**src/rtl/pds_pkg.sv**
```systemverilog
package pds_pkg;
  typedef enum logic [2:0] {
    ST_RUN   = 3'd0,
    ST_ENTER = 3'd1,
    ST_STBY  = 3'd2,
    ST_EXIT  = 3'd3,
    ST_WREG  = 3'd4
  } seq_state_t;
endpackage

```
**src/rtl/pds_retain_plan.sv**
```systemverilog
module pds_retain_plan #(
  parameter int NUM_DOM = 3
) (
  input  logic [NUM_DOM-1:0] keep,
  output logic [NUM_DOM-1:0] plan
);
  // A domain may be retained only if neither it nor any higher domain is kept.
  for (genvar g = 0; g < NUM_DOM; g++) begin : g_plan
    assign plan[g] = ~(|keep[NUM_DOM-1:g]);
  end
endmodule

```
**src/rtl/pds_dom_chan.sv**
```systemverilog
module pds_dom_chan (
  input  logic clk,
  input  logic rst,
  input  logic set_ret,
  input  logic clr_ret,
  input  logic ack,
  output logic req,
  output logic ret_stat
);
  always_ff @(posedge clk) begin
    if (rst) begin
      req      <= 1'b0;
      ret_stat <= 1'b0;
    end else begin
      if (set_ret)      req <= 1'b1;
      else if (clr_ret) req <= 1'b0;
      ret_stat <= ack;
    end
  end

  // status mirrors the acknowledge one clock later
  assert_stat_follow_R9: assert property (@(posedge clk) disable iff (rst)
    !$past(rst) |-> (ret_stat == $past(ack)));
endmodule

```
**src/rtl/pd_standby_seq.sv**
```systemverilog
module pd_standby_seq #(
  parameter int NUM_DOM = 3
) (
  input  logic               clk,
  input  logic               rst,
  input  logic               sleep_req,
  input  logic [NUM_DOM-1:0] keep_act,
  input  logic               wake_irq,
  output logic [NUM_DOM-1:0] dom_ret_req,
  input  logic [NUM_DOM-1:0] dom_ret_ack,
  output logic               lp_reg_sel,
  input  logic               main_reg_rdy,
  output logic               cpu_run,
  output logic [NUM_DOM-1:0] dom_retained,
  output logic               busy
);
  import pds_pkg::*;

  localparam int CW = (NUM_DOM > 1) ? $clog2(NUM_DOM) : 1;
  localparam logic [CW-1:0] LAST = CW'(NUM_DOM - 1);

  seq_state_t        state;
  logic [CW-1:0]     cur;
  logic [NUM_DOM-1:0] plan, plan_q;
  logic [NUM_DOM-1:0] set_vec, clr_vec;
  logic               used_lp;

  pds_retain_plan #(.NUM_DOM(NUM_DOM)) u_plan (
    .keep (keep_act),
    .plan (plan)
  );

  for (genvar g = 0; g < NUM_DOM; g++) begin : g_chan
    pds_dom_chan u_chan (
      .clk      (clk),
      .rst      (rst),
      .set_ret  (set_vec[g]),
      .clr_ret  (clr_vec[g]),
      .ack      (dom_ret_ack[g]),
      .req      (dom_ret_req[g]),
      .ret_stat (dom_retained[g])
    );
  end

  always_comb begin
    set_vec = '0;
    clr_vec = '0;
    if (state == ST_ENTER && !wake_irq && plan_q[cur] && !dom_ret_req[cur])
      set_vec[cur] = 1'b1;
    if (state == ST_EXIT && dom_ret_req[cur])
      clr_vec[cur] = 1'b1;
  end

  always_ff @(posedge clk) begin
    if (rst) begin
      state      <= ST_RUN;
      cur        <= '0;
      plan_q     <= '0;
      lp_reg_sel <= 1'b0;
      used_lp    <= 1'b0;
    end else begin
      case (state)
        ST_RUN: begin
          if (sleep_req) begin
            plan_q  <= plan;
            cur     <= LAST;
            used_lp <= 1'b0;
            state   <= ST_ENTER;
          end
        end
        ST_ENTER: begin
          if (wake_irq) begin
            cur   <= '0;
            state <= ST_EXIT;
          end else if (!plan_q[cur]) begin
            state <= ST_STBY;
          end else if (dom_ret_req[cur] && dom_ret_ack[cur]) begin
            if (cur == '0) begin
              lp_reg_sel <= 1'b1;
              state      <= ST_STBY;
            end else begin
              cur <= cur - 1'b1;
            end
          end
        end
        ST_STBY: begin
          if (wake_irq) begin
            used_lp    <= lp_reg_sel;
            lp_reg_sel <= 1'b0;
            cur        <= '0;
            state      <= ST_EXIT;
          end
        end
        ST_EXIT: begin
          if (!dom_ret_req[cur] && !dom_ret_ack[cur]) begin
            if (cur == LAST) state <= ST_WREG;
            else             cur   <= cur + 1'b1;
          end
        end
        ST_WREG: begin
          if (!used_lp || main_reg_rdy) state <= ST_RUN;
        end
        default: state <= ST_RUN;
      endcase
    end
  end

  assign cpu_run = (state == ST_RUN);
  assign busy    = (state == ST_ENTER) || (state == ST_EXIT) || (state == ST_WREG);

  // Ordering between neighbouring domains
  for (genvar g = 0; g < NUM_DOM - 1; g++) begin : g_ord
    // a lower domain is retained only once the one above is acknowledged
    assert_enter_desc_R3: assert property (@(posedge clk) disable iff (rst)
      set_vec[g] |-> (dom_ret_req[g+1] && dom_ret_ack[g+1]));
    // a higher domain is restored only once the one below is back
    assert_exit_asc_R4: assert property (@(posedge clk) disable iff (rst)
      clr_vec[g+1] |-> (!dom_ret_req[g] && !dom_ret_ack[g]));
  end

  // low-power regulator only with every domain retained
  assert_lp_all_ret_R5: assert property (@(posedge clk) disable iff (rst)
    lp_reg_sel |-> (&dom_ret_req));

  // no CPU start while a needed main regulator is not ready
  assert_wait_reg_R6: assert property (@(posedge clk) disable iff (rst)
    (state == ST_WREG && used_lp && !main_reg_rdy) |=> !cpu_run);

  // running and sequencing are exclusive
  assert_run_excl_R10: assert property (@(posedge clk) disable iff (rst)
    !(cpu_run && busy));

  // while the CPU runs nothing is retained and the main regulator is selected
  assert_run_clean_R1: assert property (@(posedge clk) disable iff (rst)
    cpu_run |-> (dom_ret_req == '0 && !lp_reg_sel));
endmodule

```
**config.mk**
```make
export PLATFORM = sky130hd
export DESIGN_NAME = pd_standby_seq
export DESIGN_NICKNAME = d
export VERILOG_FILES = /design/src/rtl/pds_pkg.sv /design/src/rtl/pds_retain_plan.sv /design/src/rtl/pds_dom_chan.sv /design/src/rtl/pd_standby_seq.sv
export SDC_FILE = /design/constraint.sdc
export NUM_CORES = 1
export LEC_CHECK = 0
export CAP_MARGIN = 10
export CORE_MARGIN = 2
export CORE_UTILIZATION = 46
export DETAILED_ROUTE_END_ITERATION = 6
export PLACE_DENSITY = 0.75
export SLEW_MARGIN = 5
export SYNTH_ARGS = -nofsm -noshare
export SYNTH_HDL_FRONTEND = slang
export SYNTH_SLANG_ARGS = --single-unit
export TNS_END_PERCENT = 100
```
**constraint.sdc**
```tcl
create_clock -name clk -period 2 [get_ports clk]
set_clock_uncertainty 0.2 [all_clocks]
set_input_delay 0.4 -clock clk [delete_from_list [all_inputs] [get_ports clk]]
set_output_delay 0.4 -clock clk [all_outputs]
set_load 0.02 [all_outputs]
```
# == Word-level counts from Yosys, hierarchy flattened ==
# Cells that the tools add are included.
# word_totals
word_cells,111
regBits,16
output_inout_bits,9
# classes
addsub,2
n_lt_le_gt_ge,2
n_eq_ne,20
bitwise,3
n_reduce_logical,29
n_mux,44
# op_table
op,n
$mux 3,11
$mux 1,17
$mux 2,8
$pmux 3 s5,1
$ne 2x1->1 const B,5
$ne 2x2->1 const B,5
$reduce_bool 2->1,5
$ne 4x3->1 const B,2
$pmux 2 s4,1
$reduce_and 8->1,1
$logic_and 1x1->1,7
$reduce_and 7->1,1
$bmux 1 s2,3
$eq 3x2->1 const B,2
$ne 3x2->1 const B,2
$reduce_and 6->1,1
$logic_not 1->1,4
$pmux 1 s2,2
$reduce_bool 4->1,1
$eq 3x1->1 const B,1
$eq 3x3->1 const B,1
$logic_not 3->1,1
$logic_or 1x1->1,3
$lt 2x3->1 const B,1
other kinds (12),14

# == Depth between registers and ports, before layout ==
# logic_depth
word_depth,7
ltp_mapped,8
mapped_depth_nobuf,7

# == Modules after synthesis ==
# From an unflattened synthesis, not the netlist that was laid out.
# hier_totals
cells_unflattened,116
hier_area_um2,994.7
# by_module_without_submodules
mod,n_inst,cells_per_inst,area_per_inst_um2
pd_standby_seq,1,95,782.0
pds_dom_chan,3,6,65.1
pds_retain_plan,1,3,17.5

# == Least setup slack after synthesis ==
# Ideal clock, no wire load.
# synth_timing
path_kind,reg-to-reg
startpoint,register cur[0]
endpoint,register cur[0]
t_required_ns,1.678
arrival_ns,1.600
setup_slack_ns,0.078
path_stages_with_launch,8
path_buffers,1
period_less_slack_ns,1.922
cell_sequence,dfxtp_1 > buf_4 > inv_1 > ha_1 > or2b_2 > a311o_1 > a2bb2oi_2 > mux2i_1
# synth_between
elab_chain_len,6
elab_cells_between_ends,27
classes_between,2 x add/sub; 6 x eq/ne; 13 x mux; 6 x reduce/logical
# synth_lines
element,line,rtl
start: declaration,pd_standby_seq.sv:23,logic [CW-1:0] cur;
start signal: assignment,pd_standby_seq.sv:82,cur <= cur - 1'b1;
start signal: assignment,pd_standby_seq.sv:97,else cur <= cur + 1'b1;
$sub 2x1->2 or $bmux 1 s2 (tied branches),"pd_standby_seq.sv:82, pd_standby_seq.sv:77, pd_standby_seq.sv:95",
$mux 2 or $mux 1 (tied branches),"pd_standby_seq.sv:78, pd_standby_seq.sv:77, pd_standby_seq.sv:95",
$mux 2 or $logic_not 1->1 (tied branches),"pd_standby_seq.sv:77, pd_standby_seq.sv:95",
$mux 2 or $logic_and 1x1->1 (tied branches),"pd_standby_seq.sv:75, pd_standby_seq.sv:95",
$mux 2 or $ne 2x1->1 (tied branches),--,
$pmux 2 s4 or $reduce_and 8->1 (tied branches),--,
# Several ways; a longest one is shown, not always the timed one. The select of a mux whose other input is x is not followed.
# A chain may end at the register's enable or synchronous reset.

# == Worst setup path after layout ==
# layout_timing
startpoint,register state[1]
endpoint,register cur[0]
# layout_between
elab_chain_len,3
elab_cells_between_ends,14
classes_between,10 x eq/ne; 1 x mux; 3 x reduce/logical
# layout_lines
element,line,rtl
start: declaration,pd_standby_seq.sv:22,seq_state_t state;
start signal: assignment,pd_standby_seq.sv:56,state <= ST_RUN;
start signal: assignment,pd_standby_seq.sv:68,state <= ST_ENTER;
start signal: assignment,pd_standby_seq.sv:74,state <= ST_EXIT;
$eq 3x1->1 (tied with other cells),pd_standby_seq.sv:62,case (state)
$ne 3x3->1 (no line) (tied with other cells),--,
$reduce_and 8->1 (no line),--,
# Several ways; a longest one is shown, not always the timed one.

==> results.md <==
- The flow ran to the end, and the final reports show no timing, DRC or antenna violations.
- The final layout contains 166 nets.
- The synthesized area per cell is 8.65 sq um.
- The via count of the first global-routing pass was 948.
- The routability congestion estimate from global placement is 0.833.
- The startpoint of the most critical register-to-register path is state[1].
- The number of post-CTS setup repair buffers is 0.
- The achievable frequency is 0.512 GHz.
- The clock insertion delay at the later pin of the skew report is ~0.3 ns.
- At the pin with the least slew margin, the transition time is 0.331 ns.
- The required time of the worst setup path is 2.02 ns.
- The residual overflow from global routing is 0.
- The count of flip-flops with a built-in enable after synthesis is 0.
- The power density over the cells is 1050 nW/um^2.
- The cell area that synthesis handed to floorplanning was 1050 sq um.
- The number of buffers created by CTS is 3.
- The startpoint class of the critical path is a register.
- The biggest area contributor in the post-synthesis netlist is dfxtp_1.
- The count of antenna diodes in the layout is 0.
- The routed design has 2350 microns of wire.
- The number of nets handed over by synthesis was 136.
- During I/O placement, the number of pins put on the boundary was 20.
- The fraction of registers with async set or reset after synthesis is 0%.
- The critical setup path kind is reg -> reg.
- The worst setup path is captured at a register.
- The synthesized design devotes to its leading area cell type a little under a third of total area.
- In this run the static leakage power is 0.563 nW.
- The critical path data arrival time is slightly below 2 ns.
- The signal on the critical path passes through buf_4 -> buf_4 -> mux2i_2 -> nor2b_1 -> a311o_1 -> a2bb2oi_2 -> mux2i_1.
- The minimum setup slack in the final design is 0.0474 ns.
- The slowest stage of the critical path is the dfxtp_1 cell.
- After detailed routing, the number of vias per cell comes to 5.29.
- The number of standard-cell rows in the floorplan is 17.
- OpenSTA, run right after detailed placement, puts the worst setup slack at -0.148 ns.
- The layout overhead on the synthesized area is 29.3%.
- Adding up every negative setup slack in the final design gives 0 ns.
- The largest net degree at the start of global routing is 13.
- In the routed design, unresolved DRC markers number 0.
- The port buffer count is 19.
- Among all cell types in the netlist, the one instantiated most often is dfxtp_1.
- The number of synthesis warnings is 0.
- Ranked by total cell area, the synthesized netlist is headed by dfxtp_1 (30%), mux2i_1 (6.6%), buf_4 (5.0%).
- Synthesis handed over a netlist of about 120 instances.
- The worst ir drop on vdd is roughly 0.69 mV.
- The number of failing hold endpoints at the final stage is 0.
- The number of max-slew violations in the final report is 0.
- The post-detailed-route count of antenna-violating nets is 0.
- The leading register cell type out of synthesis is dfxtp_1.
- The setup-violating endpoint count in the final report is 0.
- The starting utilization of the core area is 48.1%.
- The tree built by TritonCTS fans out to 16 sinks.
- The core outline area is 2190 sq um.
- Once detailed placement completed, the half-perimeter wirelength came to 1790 microns.
- Tracing the worst setup path back leads to its startpoint at state[1].
- For this run, the register share of the synthesized area comes to 30.4%.
- The final critical-path required period is 1.95 ns.
- The source of the worst hold timing path is plan_q[0].
- Before antenna repair, the detailed router went through 5 iterations.
- Measured on the finished design, the core utilization comes to 62.3%.
- After synthesis, the most frequently instantiated cells are dfxtp_1 (16), nor2_1 (14), nand2_1 (9).
- The wire length of the first global-routing pass is 3890 microns.
- After detailed routing, the average wire length per cell comes to between 10 and 15 microns.
- The highest cell delay on the worst timing path is 0.39 ns.
- The die covers 2690 sq um.
- The initial antenna violation count was 0.
- The violation count after the first detailed-route iteration is 17.
- The number of hold buffers added after CTS was 0.
- In the global route stage, overall resource usage came out at 19.6%.
- In this run, synthesis produced a sequential element count of 16.
- The clock tree from TritonCTS is done.
- The min-delay analysis places its worst path in the category reg -> reg.
- Measured along the x axis, the die boundary spans 51.9 microns.
- CTS built an H-tree with a depth of 1.
- No sink is reached through more buffers than the 2 on the longest clock path.
- The root buffer cell is clkbuf_4.
- The clock transition at the registers of the reported paths is roughly 0.1 ns.
- The period utilization is a little over nine tenths.
- The die outline height is 51.9 microns.
- Counting stages on the worst path, the most repeated cell is buf_4.
- The share of post-route cells with drive strength above 1 is 27.8%.
- In this run the worst path has a maximum fanout of 12.
- For this block, the via count after detailed routing is 947.
- Across the run, the number of max-cap violations was 0.
- Final hold analysis gives a worst-case slack of 0.302 ns.
- The synthesized netlist contains 44 unique library cells.
- Headroom to the max-slew limit came out at approximately 80%.
[critical path, delay by kind of cell (launching register included)]
kind / cells / cell delay (ns)
buffers and inverters: 2 / 0.32
AOI/OAI and AO/OA: 2 / 0.32
muxes: 2 / 0.47
and+or+nand+nor: 1 / 0.17
DFF: 1 / 0.39
[state kept, by name, indices dropped and copies added, names as in the netlist]
signal	flops
used_lp	1
state	3
cur	2
plan_q	3
g_chan.u_chan.req	3
g_chan.u_chan.ret_stat	3
lp_reg_sel	1
[final timing paths]
path / endpoint / slack, ns / cells after the start
setup / recovery: cur[0] / 0.05 / 7
hold / removal: plan_q[0] / 0.30 / 2
setup reg to reg: cur[0] / 0.05 / 7
hold reg to reg: plan_q[0] / 0.30 / 2
[kinds of logic (layout without fill, tap and decap cells)]
family	count (synthesis)	after routing	share of synthesized area, %
AOI/OAI and AO/OA	32	32	24.2
adders and majority gates	3	3	3.56
buffers and inverters	16	45	10.7
DFF	16	16	30.4
muxes	7	7	6.64
and+or+nand+nor	48	48	24.6
[repair_timing]
action,4_1_cts,5_1_grt
hold endpoints to repair,0,0
gates resized for setup,7,6
setup endpoints to repair,2,5
[report_power, final]
| group | switching [mW] | leakage (nW) | total, mW | internal (mW) |
|---|---|---|---|---|
| clock network | 0.111 | 0.0210 | 0.222 | 0.111 |
| registers | 0.0477 | 0.132 | 0.418 | 0.370 |
| logic | 0.403 | 0.410 | 0.791 | 0.388 |
[metrics by stage]
step	std cells	power, mW	instance area, sq um
after global routing	179	1.53	1360
after CTS	179	1.43	1360
after floorplan	122	0.953	1050
after global placement	175	1.19	1320
after detailed placement	175	1.21	1320
final	179	1.43	1360
[per-layer routing]
layer | up-vias | global-route usage, % | share of wire (%) | wire length, microns
li1 | 485 | - | - | -
met1 | 437 | 23.7 | 44 | 1040
met2 | 23 | 34.0 | 51 | 1200
met3 | 2 | 3.45 | 3.2 | 76
met4 | 0 | 7.89 | 1.4 | 34
met5 | - | 0 | 0 | 0
[layout make-up]
cell class / instances / area [sq um]
multi-input combinational: 90 / 631
timing repair buffer: 37 / 324
inverter: 4 / 15.0
tap: 28 / 35.0
sequential: 16 / 323
fill: 192 / 827
clock buffer: 4 / 36.3
[cell usage in the layout (no fill, tap or decap), types with 2 or more instances in the layout]
cell type / synthesis / routed
nor3_1: 3 / 2
nand2_1: 9 / 9
o2bb2ai_1: 2 / 2
dfxtp_2: 0 / 2
o21ai_0: 3 / 3
a2bb2oi_1: 3 / 3
clkbuf_4: 0 / 3
ha_1: 3 / 3
nor2_1: 14 / 14
nor3_2: 1 / 2
nor2b_1: 4 / 4
nand3_1: 3 / 3
a211o_2: 2 / 2
or2b_2: 2 / 2
inv_1: 4 / 4
nand2b_1: 4 / 4
mux2i_1: 7 / 6
a21oi_1: 5 / 5
clkdlybuf4s50_1: 0 / 16
buf_4: 7 / 18
dfxtp_1: 16 / 14
a31oi_1: 4 / 4
Note: power is estimated with default switching activity, not from simulation.
